===== config.mk =====
export PLATFORM = sky130hd
export DESIGN_NAME = jtag_shift_engine
export DESIGN_NICKNAME = d
export VERILOG_FILES = /design/src/rtl/jtag_shift_engine.sv
export SDC_FILE = /design/constraint.sdc
export NUM_CORES = 1
export LEC_CHECK = 0
export CAP_MARGIN = 20
export CORE_ASPECT_RATIO = 0.6
export CORE_UTILIZATION = 50
export CTS_CLUSTER_SIZE = 24
export DETAILED_ROUTE_END_ITERATION = 10
export PLACE_DENSITY = 0.67
export SLEW_MARGIN = 20
export SYNTH_ARGS = -nofsm -noshare
export SYNTH_HDL_FRONTEND = slang
export SYNTH_SLANG_ARGS = --single-unit
export TNS_END_PERCENT = 10

===== constraint.sdc =====
create_clock -name clk -period 3.55 [get_ports clk]
set_input_delay 0.5325 -clock clk [delete_from_list [all_inputs] [get_ports clk]]
set_output_delay 0.5325 -clock clk [all_outputs]
set_load 0.005 [all_outputs]

===== src/rtl/jtag_shift_engine.sv =====
module jtag_shift_engine #(
  parameter int DW = 32,
  parameter int MW = 16,
  parameter int LW = 6
) (
  input  logic          clk,
  input  logic          rst_n,
  input  logic          cfg_we,
  input  logic [3:0]    cfg_addr,
  input  logic [MW-1:0] cfg_wdata,
  input  logic [1:0]    rd_sel,
  output logic [MW-1:0] rd_data,
  input  logic          start,
  input  logic [LW-1:0] shift_len,
  output logic          busy,
  output logic          tck,
  output logic          tms,
  output logic          tdo,
  output logic          tdo_oe,
  input  logic          tdi,
  output logic          cmp_ok
);
  localparam int HW = DW / 2;

  logic [DW-1:0] tdo_word, tdo_sr, exp_w, mask_w, poly, lfsr, rx;
  logic [MW-1:0] tms_word, tms_sr;
  logic [4:0]    ctrl;
  logic [LW-1:0] len_q, cnt;
  logic          ph, last_bit;

  wire go   = start && !busy && shift_len != '0 && shift_len <= LW'(DW);
  wire rise = busy && !ph;
  wire fall = busy && ph;
  wire [1:0] mode = ctrl[1:0];
  wire fb = tdi ^ lfsr[DW-1];
  wire [DW-1:0] lfsr_nx = {lfsr[DW-2:0], 1'b0} ^ (fb ? poly : '0);

  always_ff @(posedge clk or negedge rst_n) begin
    if (!rst_n) begin
      tdo_word <= '0; tms_word <= '0; exp_w <= '0; mask_w <= '0;
      poly <= '0; ctrl <= '0;
    end else if (cfg_we) begin
      case (cfg_addr)
        4'd0:  tdo_word[HW-1:0]  <= cfg_wdata;
        4'd1:  tdo_word[DW-1:HW] <= cfg_wdata;
        4'd2:  tms_word          <= cfg_wdata;
        4'd3:  exp_w[HW-1:0]     <= cfg_wdata;
        4'd4:  exp_w[DW-1:HW]    <= cfg_wdata;
        4'd5:  mask_w[HW-1:0]    <= cfg_wdata;
        4'd6:  mask_w[DW-1:HW]   <= cfg_wdata;
        4'd7:  poly[HW-1:0]      <= cfg_wdata;
        4'd8:  poly[DW-1:HW]     <= cfg_wdata;
        4'd11: ctrl              <= cfg_wdata[4:0];
        default: ;
      endcase
    end
  end

  always_ff @(posedge clk or negedge rst_n) begin
    if (!rst_n) begin
      busy <= 1'b0; tck <= 1'b0; ph <= 1'b0; cnt <= '0; len_q <= '0;
      tdo_sr <= '0; tms_sr <= '0; last_bit <= 1'b0;
    end else if (go) begin
      busy <= 1'b1; ph <= 1'b0; cnt <= '0; len_q <= shift_len;
      tdo_sr <= tdo_word; tms_sr <= tms_word;
    end else if (rise) begin
      tck <= 1'b1; ph <= 1'b1;
    end else if (fall) begin
      tck <= 1'b0; ph <= 1'b0;
      last_bit <= tdo_sr[0];
      tdo_sr <= tdo_sr >> 1;
      tms_sr <= tms_sr >> 1;
      if (cnt == len_q - 1'b1) busy <= 1'b0;
      else cnt <= cnt + 1'b1;
    end
  end

  always_ff @(posedge clk or negedge rst_n) begin
    if (!rst_n) rx <= '0;
    else if (go) rx <= '0;
    else if (rise) rx[cnt[4:0]] <= tdi;
  end

  always_ff @(posedge clk or negedge rst_n) begin
    if (!rst_n) lfsr <= '0;
    else if (cfg_we && cfg_addr == 4'd9)  lfsr[HW-1:0]  <= cfg_wdata;
    else if (cfg_we && cfg_addr == 4'd10) lfsr[DW-1:HW] <= cfg_wdata;
    else if (rise && ctrl[3]) lfsr <= lfsr_nx;
  end

  always_ff @(posedge clk or negedge rst_n) begin
    if (!rst_n) cmp_ok <= 1'b0;
    else if (cfg_we && cfg_addr == 4'd12 && cfg_wdata[0]) cmp_ok <= 1'b1;
    else if (rise && ctrl[4] && mask_w[cnt[4:0]] && (tdi != exp_w[cnt[4:0]]))
      cmp_ok <= 1'b0;
  end

  assign tms    = busy ? tms_sr[0] : 1'b0;
  assign tdo    = busy ? tdo_sr[0]
                : (mode == 2'b00) ? last_bit
                : (mode == 2'b11) ? 1'b0 : ctrl[2];
  assign tdo_oe = busy || mode != 2'b11;

  always_comb begin
    case (rd_sel)
      2'd0: rd_data = rx[HW-1:0];
      2'd1: rd_data = rx[DW-1:HW];
      2'd2: rd_data = lfsr[HW-1:0];
      default: rd_data = lfsr[DW-1:HW];
    endcase
  end
endmodule


# After elaboration in Yosys (flattened, before gate mapping)
# Index checks and enable logic that the tools add are counted.
# Widths: inputs -> output; s select.
# classes
n_addsub	2
n_lt_le_gt_ge	3
n_eq_ne	21
mux	38
n_bitwise	5
n_reduce_logical	46
# op_table
op	n
$mux 32	7
$mux 16	6
$pmux 16 s3	1
$bwmux 32	1
$xor 32x32->32	1
$reduce_and 2->1	14
$mux 6	4
$eq 4x4->1 const B	5
$eq 4x3->1 const B	4
$mux 1	16
$logic_and 1x1->1	14
$reduce_bool 2->1	7
$bmux 1 s5	2
$reduce_and 3->1	3
$eq 4x2->1 const B	2
$ne 2x2->1 const B	4
$add 6x1->6 const B	1
$eq 6x6->1	1
$le 6x6->1 const B	1
$lt 5x6->1 const B	1
$reduce_bool 6->1	1
$sub 6x1->6 const B	1
$demux 1 s5	1
$ge 5x1->1 const B	1
11 further kinds	16
# word_totals
regBits	278
input_bits	33

# Depth between registers and ports, before layout
# depth
depth_word	7
depth_mapped	9
depth_no_buf	7

# Worst setup path after synthesis
# Ideal clock, no wire load.
# synth_timing
path_type	input -> output
from	input port rd_sel[0]
to	output port rd_data[0]
arrival_ps	2029
required_ps	3017
slack_ps	988
path_stages	3
n_path_buf	2
cell_sequence	clkbuf_1 buf_1 mux4_2
# synth_via
elab_chain_len	2
elab_cells_between_ends	4
classes_between	eq/ne (2); mux (1); reduce/logical (1)
# synth_rtl
element	line_no	rtl
from (decl)	11	input logic [1:0] rd_sel,
$eq 2x2->1, or another cell as far along	105	case (rd_sel)
$pmux 16 s3 (*)	105	
to (decl)	12	output logic [MW-1:0] rd_data,
# Every way passes the cells marked *; elsewhere a longest branch is shown, timed or not.

# Worst setup path after layout
# layout_timing
from	input port rd_sel[0]
to	output port rd_data[2]
# The elaborated chain is that of the path after synthesis.

==> run summary <==
Global routing
- 25.6% — GRT Resource Usage Total
- 51.4 mm — global-route wire length before repair
- 0 — initial antenna violation count
- 98 — pin count of the biggest net entering global routing
- 8322 — number of global-route vias before repair
- 0 — total overflow reported by the global router

Timing
- 349 MHz — fmax
- 0.0268 ns — largest clock skew in the final design
- 0 — # setup viols final
- 0 — Max Transition Viols Final
- 0 — count of final hold-check violations
- 0 ns — Final TNS setup
- 2.87 ns — Final Critical Period
- 0.682 ns — Worst Slack Setup Final
- 80.8% — final critical-path share of the clock period
- 39.9% — max-slew headroom at the worst pin
- false — setup repair after global routing missed its margin
- 0.00357 ns — post-route worst hold slack
- 0.890 ns — Worst-Margin Slew

Drt
- 0 — post-route antenna net violation count
- 33.2 mm — aggregate routed wire length
- 0 — DRC violations left
- 8799 — vias post-DR
- 21.7 µm — wire per inst
- 932 — number of violations reported at the end of detailed-routing iteration 0
- 5.74 — Vias per Instance
- 5 — number of detailed-route iterations in the first pass

Power
- 32.2% — combinational share of power
- 773 nW/µm² — power density normalized to cell area
- 44.3% — power share of the sequential group
- 7.42 mW — Pint
- 6.44 nW — leakage power
- 11.5 mW — overall power of the completed layout
- 35.3% — net switching fraction of the power
- 23.5% — part of the power in the clock network
- 4.04 mW — Switch Pwr
- 0.362 mV — worst-case vdd ir drop

Worst setup path
- rd_data[2] — Critical path destination
- output port — sort of element at the end of the critical path
- clkdlybuf4s50_1 -> buf_4 -> mux4_2 -> clkdlybuf4s50_1 — cells along the critical path
- input pin — kind of launch point of the worst setup path
- 16 — critical path peak fanout
- 0.57 ns — CP peak stage delay
- rd_sel[0] — startpoint of the worst setup timing path
- sky130_fd_sc_hd__clkdlybuf4s50_1 — most used cell, CP
- 5 — depth of the worst register-to-register path
- rx[22]$_DFFE_PN0P_ — endpoint of the worst-slack reg-to-reg timing path
- 2.34 ns — worst endpoint data arrival time
- input pin to output port — Crit Path Category
- busy$_DFFE_PN0P_ — FF-to-FF Start
- sky130_fd_sc_hd__mux4_2 — highest-delay cell along the critical path
- 3.02 ns — required time of the critical path
- 1.17 ns — reg2reg setup slack

Synthesis
- 278 — flip-flop and latch count after synthesis
- 11.5 µm² — average cell area after synthesis
- 13100 µm² — Post-Synthesis Cell Area
- 0 — count of yosys warnings during synthesis
- 1142 — number of instances in the synthesized netlist
- 1180 — Net Count, Synth
- 53.1% — sequential share of the synthesized area
- 54 — number of distinct library cells after synthesis

Place
- 54 — number of port buffers
- 22.2 mm — HPWL Detailed
- 0.624 ns — worst slack at placement
- 0.904 — Routability Congestion

Final layout
- 1199 — final net count
- 0 — antenna cells
- 22.3% — share of final-layout standard cells stronger than drive strength 1
- 2152 — Fill cells
- sky130_fd_sc_hd__dfrtp_1 — most frequent standard cell in the layout excluding fill and tap cells
- 13.0% — synth-to-layout area growth
- sky130_fd_sc_hd__dfrtp_1, sky130_fd_sc_hd__mux2_2, sky130_fd_sc_hd__nand2_1, sky130_fd_sc_hd__o21ai_0, sky130_fd_sc_hd__mux2i_1 — highest-count cells in the layout ignoring fill and taps

Run
- 0 — Max-cap violations

Die
- 211 µm — chip width
- 51.4% — initial cell density of the core
- 25500 µm² — Std-Cell Core Area
- 127 µm — die boundary height
- 55 — I/O pin cnt
- 45 — number of cell rows
- 26900 µm² — total die area

Clocking
- 26 — total CTS buffers
- 0 — number of gates given a new drive strength after cts
- 1 — H-tree level count
- 0 — post-CTS setup buffer count
- 3 — maximum count of clock buffers along a single path
- 278 — # clock sinks
- done — clock tree from TritonCTS
- 0.57 ns — clock insertion delay at the later pin of the skew report
- 0 — hold_buf cts
- 0.06 ns — clock-pin slew on the worst setup and hold paths
- sky130_fd_sc_hd__clkbuf_16 — root buffer selected by CTS

Status
- finished clean — status

Min path
- input pin to asynchronous set/reset pin — worst hold path class

registers in the layout, summed over array words and instances, names as in the netlist:
register and flops:
busy 1, tdo_sr 32, cnt 6, last_bit 1, tdo_word 32, rx 32
poly 32, mask_w 32, len_q 6, tck 1, ctrl 5, tms_sr 16
exp_w 32, ph 1, cmp_ok 1, lfsr 32, tms_word 16
power groups by stage:
stage          registers [mW]  logic (mW)  clock network, mW
6_report                 5.07        3.69               2.69
5_1_grt                  5.19        4.09               2.88
4_1_cts                  5.03        3.69               2.74
3_5_place_dp             5.08        3.68                  0
3_3_place_gp             5.06        3.59                  0
2_1_floorplan            4.61        2.84                  0
cell type report:
class	instances	area, µm²	area share [%]
Inverter	7	26.3	0.177
Sequential cell	278	6960	47.0
Timing Repair Buffer	83	813	5.49
Clock inverter	5	52.6	0.355
Tap cell	352	440	2.97
Multi-Input combinational cell	765	5760	38.9
Clock buffer	42	761	5.14
synthesized netlist by cell type, drive strengths merged:
cell | n | share of area (%)
nor3 | 9 | 0.34
o21bai | 2 | 0.11
o21ai | 105 | 4.0
dfrtp | 278 | 53
nor3b | 2 | 0.11
nand3 | 32 | 1.2
clkbuf | 78 | 2.5
nor4bb | 1 | 0.076
a22o | 2 | 0.13
nand3b | 8 | 0.46
a2111oi | 4 | 0.41
and3b | 1 | 0.067
buf | 14 | 0.63
clkinv | 1 | 0.029
ha | 5 | 0.48
a211oi | 4 | 0.27
nand2 | 137 | 3.9
nor2b | 7 | 0.33
o22ai | 1 | 0.048
or2 | 1 | 0.048
a21o | 2 | 0.12
mux2i | 61 | 4.7
mux2 | 157 | 13
a32oi | 3 | 0.20
a22oi | 2 | 0.11
and2 | 6 | 0.29
a311oi | 1 | 0.067
o311ai | 1 | 0.067
nand2b | 8 | 0.38
o31ai | 1 | 0.057
xor2 | 32 | 2.1
xnor2 | 7 | 0.47
o311a | 1 | 0.076
a21oi | 58 | 2.2
inv | 6 | 0.17
nand4 | 4 | 0.19
or3 | 4 | 0.23
a31o | 2 | 0.13
mux4 | 26 | 4.5
and3 | 4 | 0.19
nor2 | 57 | 1.6
a31oi | 5 | 0.24
or4 | 2 | 0.14
metal layers:
metal / share of wire, % / vias to the layer above / GRT usage, %
met2: 39 / 232 / 33.6
li1: - / 4056 / -
met1: 51 / 4468 / 41.1
met4: 1.2 / 2 / 4.35
met3: 8.3 / 41 / 7.69
met5: 0.31 / - / 2.90
critical path, delay by kind of cell:
| family | cells | cell delay (ns) |
|---|---|---|
| buffers and inverters | 3 | 1.24 |
| muxes | 1 | 0.57 |
how the worst min path moves through the flow:
stage,endpoint,slack (ns),cells after the start
after CTS,tdo_sr[8]$_DFFE_PN0P_,0.02,1
after floorplan,busy$_DFFE_PN0P_,0.24,0
final,tck$_DFFE_PN0P_,0.004,1
after global routing,tck$_DFFE_PN0P_,0.05,1
after detailed placement,tdo_sr[16]$_DFFE_PN0P_,0.46,2
after global placement,tdo_sr[5]$_DFFE_PN0P_,0.45,2
cells by family after synthesis:
group	after synthesis	share of synthesized area [%]
simple gates	283	9.66
flops	278	53.1
mux	244	22.6
compound gates	194	8.30
buf+inv	99	3.29
xor+xnor	39	2.61
fa+ha+maj	5	0.477
through the flow:
stage,cell area (µm²),utilization [%],cells
2_1_floorplan,13100,-,1142
3_5_place_dp,14000,54.9,1485
6_report,14800,58.1,1532
5_1_grt,14800,58.1,1532
3_3_place_gp,14000,54.9,1485
4_1_cts,14800,58.1,1532
Power figures use the tool's default switching activity.
